<file path="src/rtl/nfs_pkg.sv">
package nfs_pkg;

  typedef enum logic [3:0] {
    PH_IDLE = 4'd0,
    PH_CMD0 = 4'd1,
    PH_SPEC = 4'd2,
    PH_COL  = 4'd3,
    PH_ROW  = 4'd4,
    PH_CMD1 = 4'd5,
    PH_TURN = 4'd6,
    PH_DATA = 4'd7,
    PH_HOLD = 4'd8
  } phase_t;

  localparam int NPH = 9;

  localparam int RA_CTRL = 0;
  localparam int RA_COL  = 1;
  localparam int RA_ROW  = 2;
  localparam int RA_DATA = 3;
  localparam int RA_WAIT = 4;
  localparam int RA_CONF = 5;

  localparam int B_CMD0 = 16;
  localparam int B_COL  = 17;
  localparam int B_ROW  = 18;
  localparam int B_CMD1 = 19;
  localparam int B_RD   = 20;
  localparam int B_WR   = 21;
  localparam int B_SPEC = 24;
  localparam int B_RB   = 26;
  localparam int B_ERR  = 27;
  localparam int B_HOLD = 30;
  localparam int B_GO   = 31;

  // first enabled phase strictly after cur; HOLD always closes an operation
  function automatic phase_t nfs_next(input phase_t cur, input logic [31:0] ctl);
    logic [NPH-1:0] en;
    phase_t res;
    logic found;
    en = '0;
    en[PH_CMD0] = ctl[B_CMD0];
    en[PH_SPEC] = ctl[B_SPEC];
    en[PH_COL]  = ctl[B_COL] & ~ctl[B_SPEC];
    en[PH_ROW]  = ctl[B_ROW];
    en[PH_CMD1] = ctl[B_CMD1];
    en[PH_TURN] = ctl[B_CMD1];
    en[PH_DATA] = ctl[B_RD] | ctl[B_WR];
    en[PH_HOLD] = 1'b1;
    res = PH_IDLE;
    found = 1'b0;
    for (int i = 1; i < NPH; i++) begin
      if (!found && (i > int'(cur)) && en[i]) begin
        res = phase_t'(i[3:0]);
        found = 1'b1;
      end
    end
    return res;
  endfunction

  function automatic logic nfs_is_byte(input phase_t ph);
    return (ph == PH_CMD0) || (ph == PH_SPEC) || (ph == PH_COL) ||
           (ph == PH_ROW) || (ph == PH_CMD1) || (ph == PH_DATA);
  endfunction

endpackage

</file>
<file path="src/rtl/nfs_timer.sv">
module nfs_timer #(
  parameter int CW = 6
) (
  input  logic          clk,
  input  logic          rst,
  input  logic          load,
  input  logic [CW-1:0] count,
  output logic          expired
);
  localparam logic [CW-1:0] ONE = CW'(1);

  logic [CW-1:0] cnt_q;

  always_ff @(posedge clk) begin
    if (rst) cnt_q <= '0;
    else if (load) cnt_q <= count;
    else if (cnt_q > ONE) cnt_q <= cnt_q - ONE;
  end

  assign expired = (cnt_q <= ONE);
endmodule

</file>
<file path="src/rtl/nfs_strobe.sv">
module nfs_strobe #(
  parameter int CW = 6
) (
  input  logic          clk,
  input  logic          rst,
  input  logic          go,
  input  logic          rd_mode,
  input  logic [CW-1:0] t_setup,
  input  logic [CW-1:0] t_low,
  input  logic [CW-1:0] t_high,
  output logic          we_low,
  output logic          re_low,
  output logic          rise,
  output logic          last,
  output logic          idle
);
  typedef enum logic [1:0] {S_IDLE, S_SETUP, S_LOW, S_HIGH} st_t;

  st_t           st_q, st_d;
  logic          mode_q;
  logic          ld;
  logic [CW-1:0] tval;
  logic          exp_w;

  nfs_timer #(.CW(CW)) tmr_i (
    .clk(clk), .rst(rst), .load(ld), .count(tval), .expired(exp_w)
  );

  always_comb begin
    st_d = st_q;
    ld   = 1'b0;
    tval = t_setup;
    case (st_q)
      S_IDLE:  if (go) begin st_d = S_SETUP; ld = 1'b1; tval = t_setup; end
      S_SETUP: if (exp_w) begin st_d = S_LOW; ld = 1'b1; tval = t_low; end
      S_LOW:   if (exp_w) begin st_d = S_HIGH; ld = 1'b1; tval = t_high; end
      S_HIGH:  if (exp_w) st_d = S_IDLE;
      default: st_d = S_IDLE;
    endcase
  end

  always_ff @(posedge clk) begin
    if (rst) begin
      st_q   <= S_IDLE;
      mode_q <= 1'b0;
      we_low <= 1'b0;
      re_low <= 1'b0;
    end else begin
      st_q <= st_d;
      if (st_q == S_IDLE && go) mode_q <= rd_mode;
      we_low <= (st_d == S_LOW) && !mode_q;
      re_low <= (st_d == S_LOW) && mode_q;
    end
  end

  assign rise = (st_q == S_LOW) && exp_w;
  assign last = (st_q == S_HIGH) && exp_w;
  assign idle = (st_q == S_IDLE);
endmodule

</file>
<file path="src/rtl/nflash_seq.sv">
module nflash_seq
  import nfs_pkg::*;
#(
  parameter int CW = 6,
  parameter int AW = 3
) (
  input  logic          clk,
  input  logic          rst,
  input  logic          reg_we,
  input  logic [AW-1:0] reg_addr,
  input  logic [31:0]   reg_wdata,
  output logic [31:0]   reg_rdata,
  output logic          nf_cle,
  output logic          nf_ale,
  output logic          nf_ce_n,
  output logic          nf_we_n,
  output logic          nf_re_n,
  output logic [7:0]    nf_dq_out,
  output logic          nf_dq_oe,
  input  logic [7:0]    nf_dq_in,
  input  logic          nf_rb
);
  localparam int WF = 5 * CW;

  logic [31:0]   ctl_q, col_q, row_q, data_q;
  logic [WF-1:0] wait_q;
  logic [7:0]    conf_q;
  logic          err_q, hold_q;
  phase_t        phase_q, ph_d, nx;
  logic [1:0]    idx_q, idx_d, nb_m1;
  logic          busy, start_req, bad_req, byte_ph, rd_mode;
  logic          s_go, s_rise, s_last, s_idle, s_we_low, s_re_low;
  logic          t_load, t_exp, hold_d;
  logic [CW-1:0] t_count;
  logic [CW-1:0] w_setup, w_low, w_high, w_hold, w_turn;
  logic          cle_q, ale_q, ce_n_q, oe_q;
  logic [7:0]    dq_q, byte_d;

  assign w_setup = wait_q[0*CW +: CW];
  assign w_low   = wait_q[1*CW +: CW];
  assign w_high  = wait_q[2*CW +: CW];
  assign w_hold  = wait_q[3*CW +: CW];
  assign w_turn  = wait_q[4*CW +: CW];

  assign busy      = (phase_q != PH_IDLE);
  assign start_req = reg_we && (reg_addr == AW'(RA_CTRL)) && reg_wdata[B_GO] && !busy;
  assign bad_req   = reg_wdata[B_RD] && reg_wdata[B_WR];
  assign byte_ph   = nfs_is_byte(phase_q);
  assign rd_mode   = (phase_q == PH_DATA) && ctl_q[B_RD];
  assign s_go      = byte_ph && s_idle;
  assign nx        = nfs_next(phase_q, ctl_q);

  always_comb begin
    case (phase_q)
      PH_COL:  nb_m1 = conf_q[5:4];
      PH_ROW:  nb_m1 = conf_q[7:6];
      PH_DATA: nb_m1 = ctl_q[29:28];
      default: nb_m1 = 2'd0;
    endcase
  end

  nfs_strobe #(.CW(CW)) strb_i (
    .clk(clk), .rst(rst), .go(s_go), .rd_mode(rd_mode),
    .t_setup(w_setup), .t_low(w_low), .t_high(w_high),
    .we_low(s_we_low), .re_low(s_re_low),
    .rise(s_rise), .last(s_last), .idle(s_idle)
  );

  nfs_timer #(.CW(CW)) gap_i (
    .clk(clk), .rst(rst), .load(t_load), .count(t_count), .expired(t_exp)
  );

  // phase walker
  always_comb begin
    ph_d    = phase_q;
    idx_d   = idx_q;
    t_load  = 1'b0;
    t_count = w_hold;
    if (phase_q == PH_IDLE) begin
      if (start_req && !bad_req) ph_d = nfs_next(PH_IDLE, reg_wdata);
    end else if (byte_ph && s_last) begin
      if (idx_q == nb_m1) begin
        ph_d  = nx;
        idx_d = 2'd0;
      end else begin
        idx_d = idx_q + 2'd1;
      end
    end else if ((phase_q == PH_TURN) && t_exp) begin
      ph_d = nx;
    end else if ((phase_q == PH_HOLD) && t_exp) begin
      ph_d = PH_IDLE;
    end
    if (ph_d != phase_q) begin
      if (ph_d == PH_TURN) begin
        t_load  = 1'b1;
        t_count = w_turn;
      end else if (ph_d == PH_HOLD) begin
        t_load  = 1'b1;
        t_count = w_hold;
      end
    end
  end

  assign hold_d = ((phase_q == PH_HOLD) && (ph_d == PH_IDLE)) ? ctl_q[B_HOLD] : hold_q;

  always_comb begin
    case (ph_d)
      PH_CMD0: byte_d = ctl_q[7:0];
      PH_CMD1: byte_d = ctl_q[15:8];
      PH_SPEC: byte_d = col_q[7:0];
      PH_COL:  byte_d = col_q[{idx_d, 3'b000} +: 8];
      PH_ROW:  byte_d = row_q[{idx_d, 3'b000} +: 8];
      PH_DATA: byte_d = data_q[{idx_d, 3'b000} +: 8];
      default: byte_d = 8'h00;
    endcase
  end

  always_ff @(posedge clk) begin
    if (rst) begin
      phase_q <= PH_IDLE;
      idx_q   <= 2'd0;
      hold_q  <= 1'b0;
      err_q   <= 1'b0;
      ctl_q   <= '0;
      col_q   <= '0;
      row_q   <= '0;
      data_q  <= '0;
      wait_q  <= '0;
      conf_q  <= '0;
    end else begin
      phase_q <= ph_d;
      idx_q   <= idx_d;
      hold_q  <= hold_d;
      if (reg_we && !busy) begin
        case (int'(reg_addr))
          RA_CTRL: begin
            ctl_q <= reg_wdata;
            if (reg_wdata[B_GO]) begin
              err_q <= bad_req;
              if (!bad_req && reg_wdata[B_RD]) data_q <= '0;
            end
          end
          RA_COL:  col_q  <= reg_wdata;
          RA_ROW:  row_q  <= reg_wdata;
          RA_DATA: data_q <= reg_wdata;
          RA_WAIT: wait_q <= reg_wdata[WF-1:0];
          RA_CONF: conf_q <= reg_wdata[7:0];
          default: ;
        endcase
      end
      if (s_rise && rd_mode) data_q[{idx_q, 3'b000} +: 8] <= nf_dq_in;
    end
  end

  // registered bus outputs
  always_ff @(posedge clk) begin
    if (rst) begin
      cle_q  <= 1'b0;
      ale_q  <= 1'b0;
      ce_n_q <= 1'b1;
      oe_q   <= 1'b0;
      dq_q   <= 8'h00;
    end else begin
      cle_q  <= (ph_d == PH_CMD0) || (ph_d == PH_CMD1);
      ale_q  <= (ph_d == PH_SPEC) || (ph_d == PH_COL) || (ph_d == PH_ROW);
      ce_n_q <= !((ph_d != PH_IDLE) || hold_d);
      oe_q   <= (nfs_is_byte(ph_d) && (ph_d != PH_DATA)) ||
                ((ph_d == PH_DATA) && ctl_q[B_WR] && !ctl_q[B_RD]);
      dq_q   <= byte_d;
    end
  end

  always_ff @(posedge clk) begin
    if (rst) begin
      reg_rdata <= '0;
    end else begin
      case (int'(reg_addr))
        RA_CTRL: reg_rdata <= {busy, ctl_q[30:28], err_q, nf_rb, ctl_q[25:0]};
        RA_COL:  reg_rdata <= col_q;
        RA_ROW:  reg_rdata <= row_q;
        RA_DATA: reg_rdata <= data_q;
        RA_WAIT: reg_rdata <= 32'(wait_q);
        RA_CONF: reg_rdata <= 32'(conf_q);
        default: reg_rdata <= '0;
      endcase
    end
  end

  assign nf_cle    = cle_q;
  assign nf_ale    = ale_q;
  assign nf_ce_n   = ce_n_q;
  assign nf_we_n   = ~s_we_low;
  assign nf_re_n   = ~s_re_low;
  assign nf_dq_out = dq_q;
  assign nf_dq_oe  = oe_q;
endmodule

</file>
<file path="config.mk">
export PLATFORM = sky130hd
export DESIGN_NAME = nflash_seq
export DESIGN_NICKNAME = d
export VERILOG_FILES = /design/src/rtl/nfs_pkg.sv /design/src/rtl/nfs_timer.sv /design/src/rtl/nfs_strobe.sv /design/src/rtl/nflash_seq.sv
export SDC_FILE = /design/constraint.sdc
export NUM_CORES = 1
export LEC_CHECK = 0
export ABC_AREA = 1
export BUFFER_PORTS_ARGS = -buffer_cell sky130_fd_sc_hd__buf_2
export CAP_MARGIN = 25
export CORE_MARGIN = 2
export CORE_UTILIZATION = 40
export DETAILED_ROUTE_END_ITERATION = 12
export PLACE_DENSITY_LB_ADDON = 0.25
export SYNTH_ARGS = -nofsm -noshare
export SYNTH_HDL_FRONTEND = slang
export SYNTH_SLANG_ARGS = --single-unit
</file>
<file path="constraint.sdc">
create_clock -name clk -period 4.5 [get_ports clk]
set_clock_uncertainty 0.15 [all_clocks]
set_input_delay 0.225 -clock clk [delete_from_list [all_inputs] [get_ports clk]]
set_output_delay 0.225 -clock clk [all_outputs]
set_load 0.02 [all_outputs]
</file>
==> impl_metrics.ini <==
[worst_setup_path]
cp_slowest_stage_delay_ps = 470
crit_path_frequent_cell = nand2_1
path_buf_inv = 4
rrSetupSlack_ps = 600
crit_required_ps = 4830
crit_slowest_cell = a21oi_4
setup.worst_path.start_class = flip-flop
worstPathArrival_ps = 4230
regToRegStartpoint = strb_i.tmr_i.cnt_q[0]
crit_path_end_kind = flip-flop
critPathMaxFanout = 26
cpLargestDelayFamily = simple AND/OR/NAND/NOR gates
cp_cell_sequence = inv_1 -> ha_1 -> o211ai_2 -> inv_1 -> nand2_1 -> nor2_4 -> nand3_2 -> nand2_1 -> nand2_1 -> a21oi_4 -> nand2_4 -> inv_4 -> a21oi_1 -> o21ai_0 -> nand3_1 -> nand3_1 -> nand2_1 -> inv_1
r2r-end = nf_dq_out[3]
rr_worst_depth = 18
path_class = reg -> reg

[hold_path]
hold-path-endpoint = data_q[3]
holdCritPathClass = in -> reg
whs_path_depth = 5
hp-start = nf_dq_in[3]

[timing]
drv_slew = 0
setup_viol = 0
setup_tns_ps = 0
min_period_ps = 3900
fmax_mhz = 256
worst_pin_slew_ps = 1050
rsz0062_at_grt = no
finalWorstSetupSlack_ps = 601
hold_violations = 0
slew_headroom = 0.295
period_share = 0.867

[clock_tree]
path_clk_slew_ps = 60
insertion_delay_ps = 530
cts_resized = 0
htree_num_levels = 1
numCtsBuffers = 25
cts_root_buf = clkbuf_16
cts_tree = built
cts.path.max_buffers = 3
post_cts_buffers = 0
cts_sinks = 232

[global_route]
grt.total_usage = 0.283
antenna_found_initial = 0
grt_pass1_wl_mm = 63.5
grt_overflow = 0
grt_max_degree = 127
grt_pass1_vias = 10500

[yosys]
synth_common_cells = dfxtp_1 (232), inv_1 (215), a21oi_1 (213)
syn_avg_cell_area_um2 = 7.21
synth_mux_area_frac = 0
synthAdderAreaFrac = 0.0154
synth_fp_nets = 1634
synthSimpleGateAreaFrac = 0.181
ys_ff_latch = 232
synth_compound_area_frac = 0.273
synth_cells = 1573
synth.most_common_cell = dfxtp_1
synth_area_leader_cell = dfxtp_1
netlist.area_leader.share = 0.409
synth_async_sr_flop_share = 0
synthFlopType = dfxtp_1
ys_seq_area_frac = 0.409
synth_top_family_by_area = compound AO/OA/AOI/OAI gates
ys_types = 50
yosys_warnings = 0
synth-edff-count = 0
yosys.area_share.xor_xnor = 0.00849
post_synth_instance_area_um2 = 11300
synthTopCellsByArea = dfxtp_1 (41%), a21oi_1 (9.4%), o21ai_0 (8.5%)

[placed_design]
io_buffers = 92
routabilityCongestion = 0.990
place.detailed.hpwl_mm = 30.5
place_area_um2 = 12100
dp_slack_ps = 570

[final_layout]
nFillCells = 2854
drive_gt1_frac = 0.124
nets = 1716
design_area_um2 = 13200
multi_input_area_um2 = 5450
syn2layout_area_growth_pct = 16.6
diodes = 0
seqCellArea_um2 = 4640

[pwr]
pwr-share-comb = 0.150
swShare = 0.283
power_density_nw_per_um2 = 384
clockPowerShare = 0.410
power.switching_uw = 1440
vdd_drop_max_v = 0.000248
power_uw = 5090
pwr-share-seq = 0.440
p_int_uw = 3650
power.leakage_uw = 0.00559

[floorplanning]
die_h_um = 172
initial_core_util = 0.407
core_area_um2 = 27900
rows = 61
die-area_um2 = 29700
die_w_um = 172
io_pins = 93

[drt]
drt_first_pass_iters = 6
num_vias = 11500
ant_nets = 0
drt_iter0_markers = 1560
routed_via_density = 5.64
post_drt_wl_per_cell_um = 20.9
drc = 0
wirelength_mm = 42.7

[outcome]
status = complete, no violations

[run]
maxCapViolations = 0
[flip-flops by register name, indices dropped and copies added (netlist names), 8 cells and up]
signal,cells
col_q,32
conf_q,8
ctl_q,29
data_q,32
nf_dq_out,8
reg_rdata,32
row_q,32
wait_q,30
[metrics by stage]
stage,util,hold slack (ps),instances
after CTS,0.475,0.00572,2046
final,0.475,1.06,2046
after global placement,0.432,279,1968
after detailed placement,0.433,276,1970
after global routing,0.475,15.3,2046
after floorplan,-,224,1573
[layout make-up]
cell class,count,area share
flip-flops and latches,232,0.351
multi-input cells,1015,0.412
inverters,237,0.0680
repair buffers,144,0.0726
well taps,378,0.0357
clock inverters,10,0.00965
clock buffers,30,0.0510
[power by group through the flow]
stage          clock, µW  sequential [µW]  combinational, µW
2_1_floorplan          0             2260                528
3_3_place_gp           0             2280                719
3_5_place_dp           0             2280                726
4_1_cts             2100             2230                753
5_1_grt             2180             2250                851
6_report            2090             2240                763
[layer usage]
| metal | track usage | vias to the layer above | wire [µm] |
|---|---|---|---|
| met5 | 0 | - | 0 |
| met4 | 0.0837 | 0 | 1150 |
| met3 | 0.0627 | 74 | 4460 |
| met2 | 0.423 | 573 | 18400 |
| met1 | 0.405 | 5388 | 18700 |
| li1 | - | 5503 | - |
[kinds of logic (layout without fill, tap and decap cells)]
logic type | count (synthesis) | after routing
compound gates | 549 | 549
xor+xnor | 11 | 11
fa+ha+maj | 14 | 14
buf+inv | 326 | 421
flops | 232 | 232
simple gates | 441 | 441
[layout by cell type (no fill, tap or decap), types with 16 or more instances in the layout]
cell type,count
nand2_1,172
nand3_1,79
o22ai_1,33
dlygate4sd3_1,36
nor2_1,102
buf_2,92
inv_1,214
a31oi_1,16
o21ai_0,193
clkbuf_16,25
nor4_1,17
a21oi_1,213
o211ai_1,22
o221ai_1,19
a221oi_1,24
nor3_1,24
dfxtp_1,232
[how the worst max path moves through the flow]
stage | start | cells after the start | endpoint
3_3_place_gp | reg_addr[1] | 16 | nf_dq_out[3]
4_1_cts | strb_i.tmr_i.cnt_q[0] | 18 | nf_dq_out[3]
3_5_place_dp | reg_addr[1] | 16 | nf_dq_out[3]
2_1_floorplan | idx_q[0] | 15 | nf_dq_out[4]
6_report | strb_i.tmr_i.cnt_q[0] | 18 | nf_dq_out[3]
5_1_grt | strb_i.tmr_i.cnt_q[0] | 19 | nf_dq_out[3]
[worst min-delay path, stage by stage]
cell	delay, ps
buf_2	90
inv_1	70
nor3_1	60
o211ai_1	150
inv_1	40
[what timing repair did]
action                                  CTS  global route
hold endpoints to repair                119             0
hold buffers                             36             0
endpoints found under the setup margin    0             0
No activity file was read; power rests on OpenSTA's default activity.
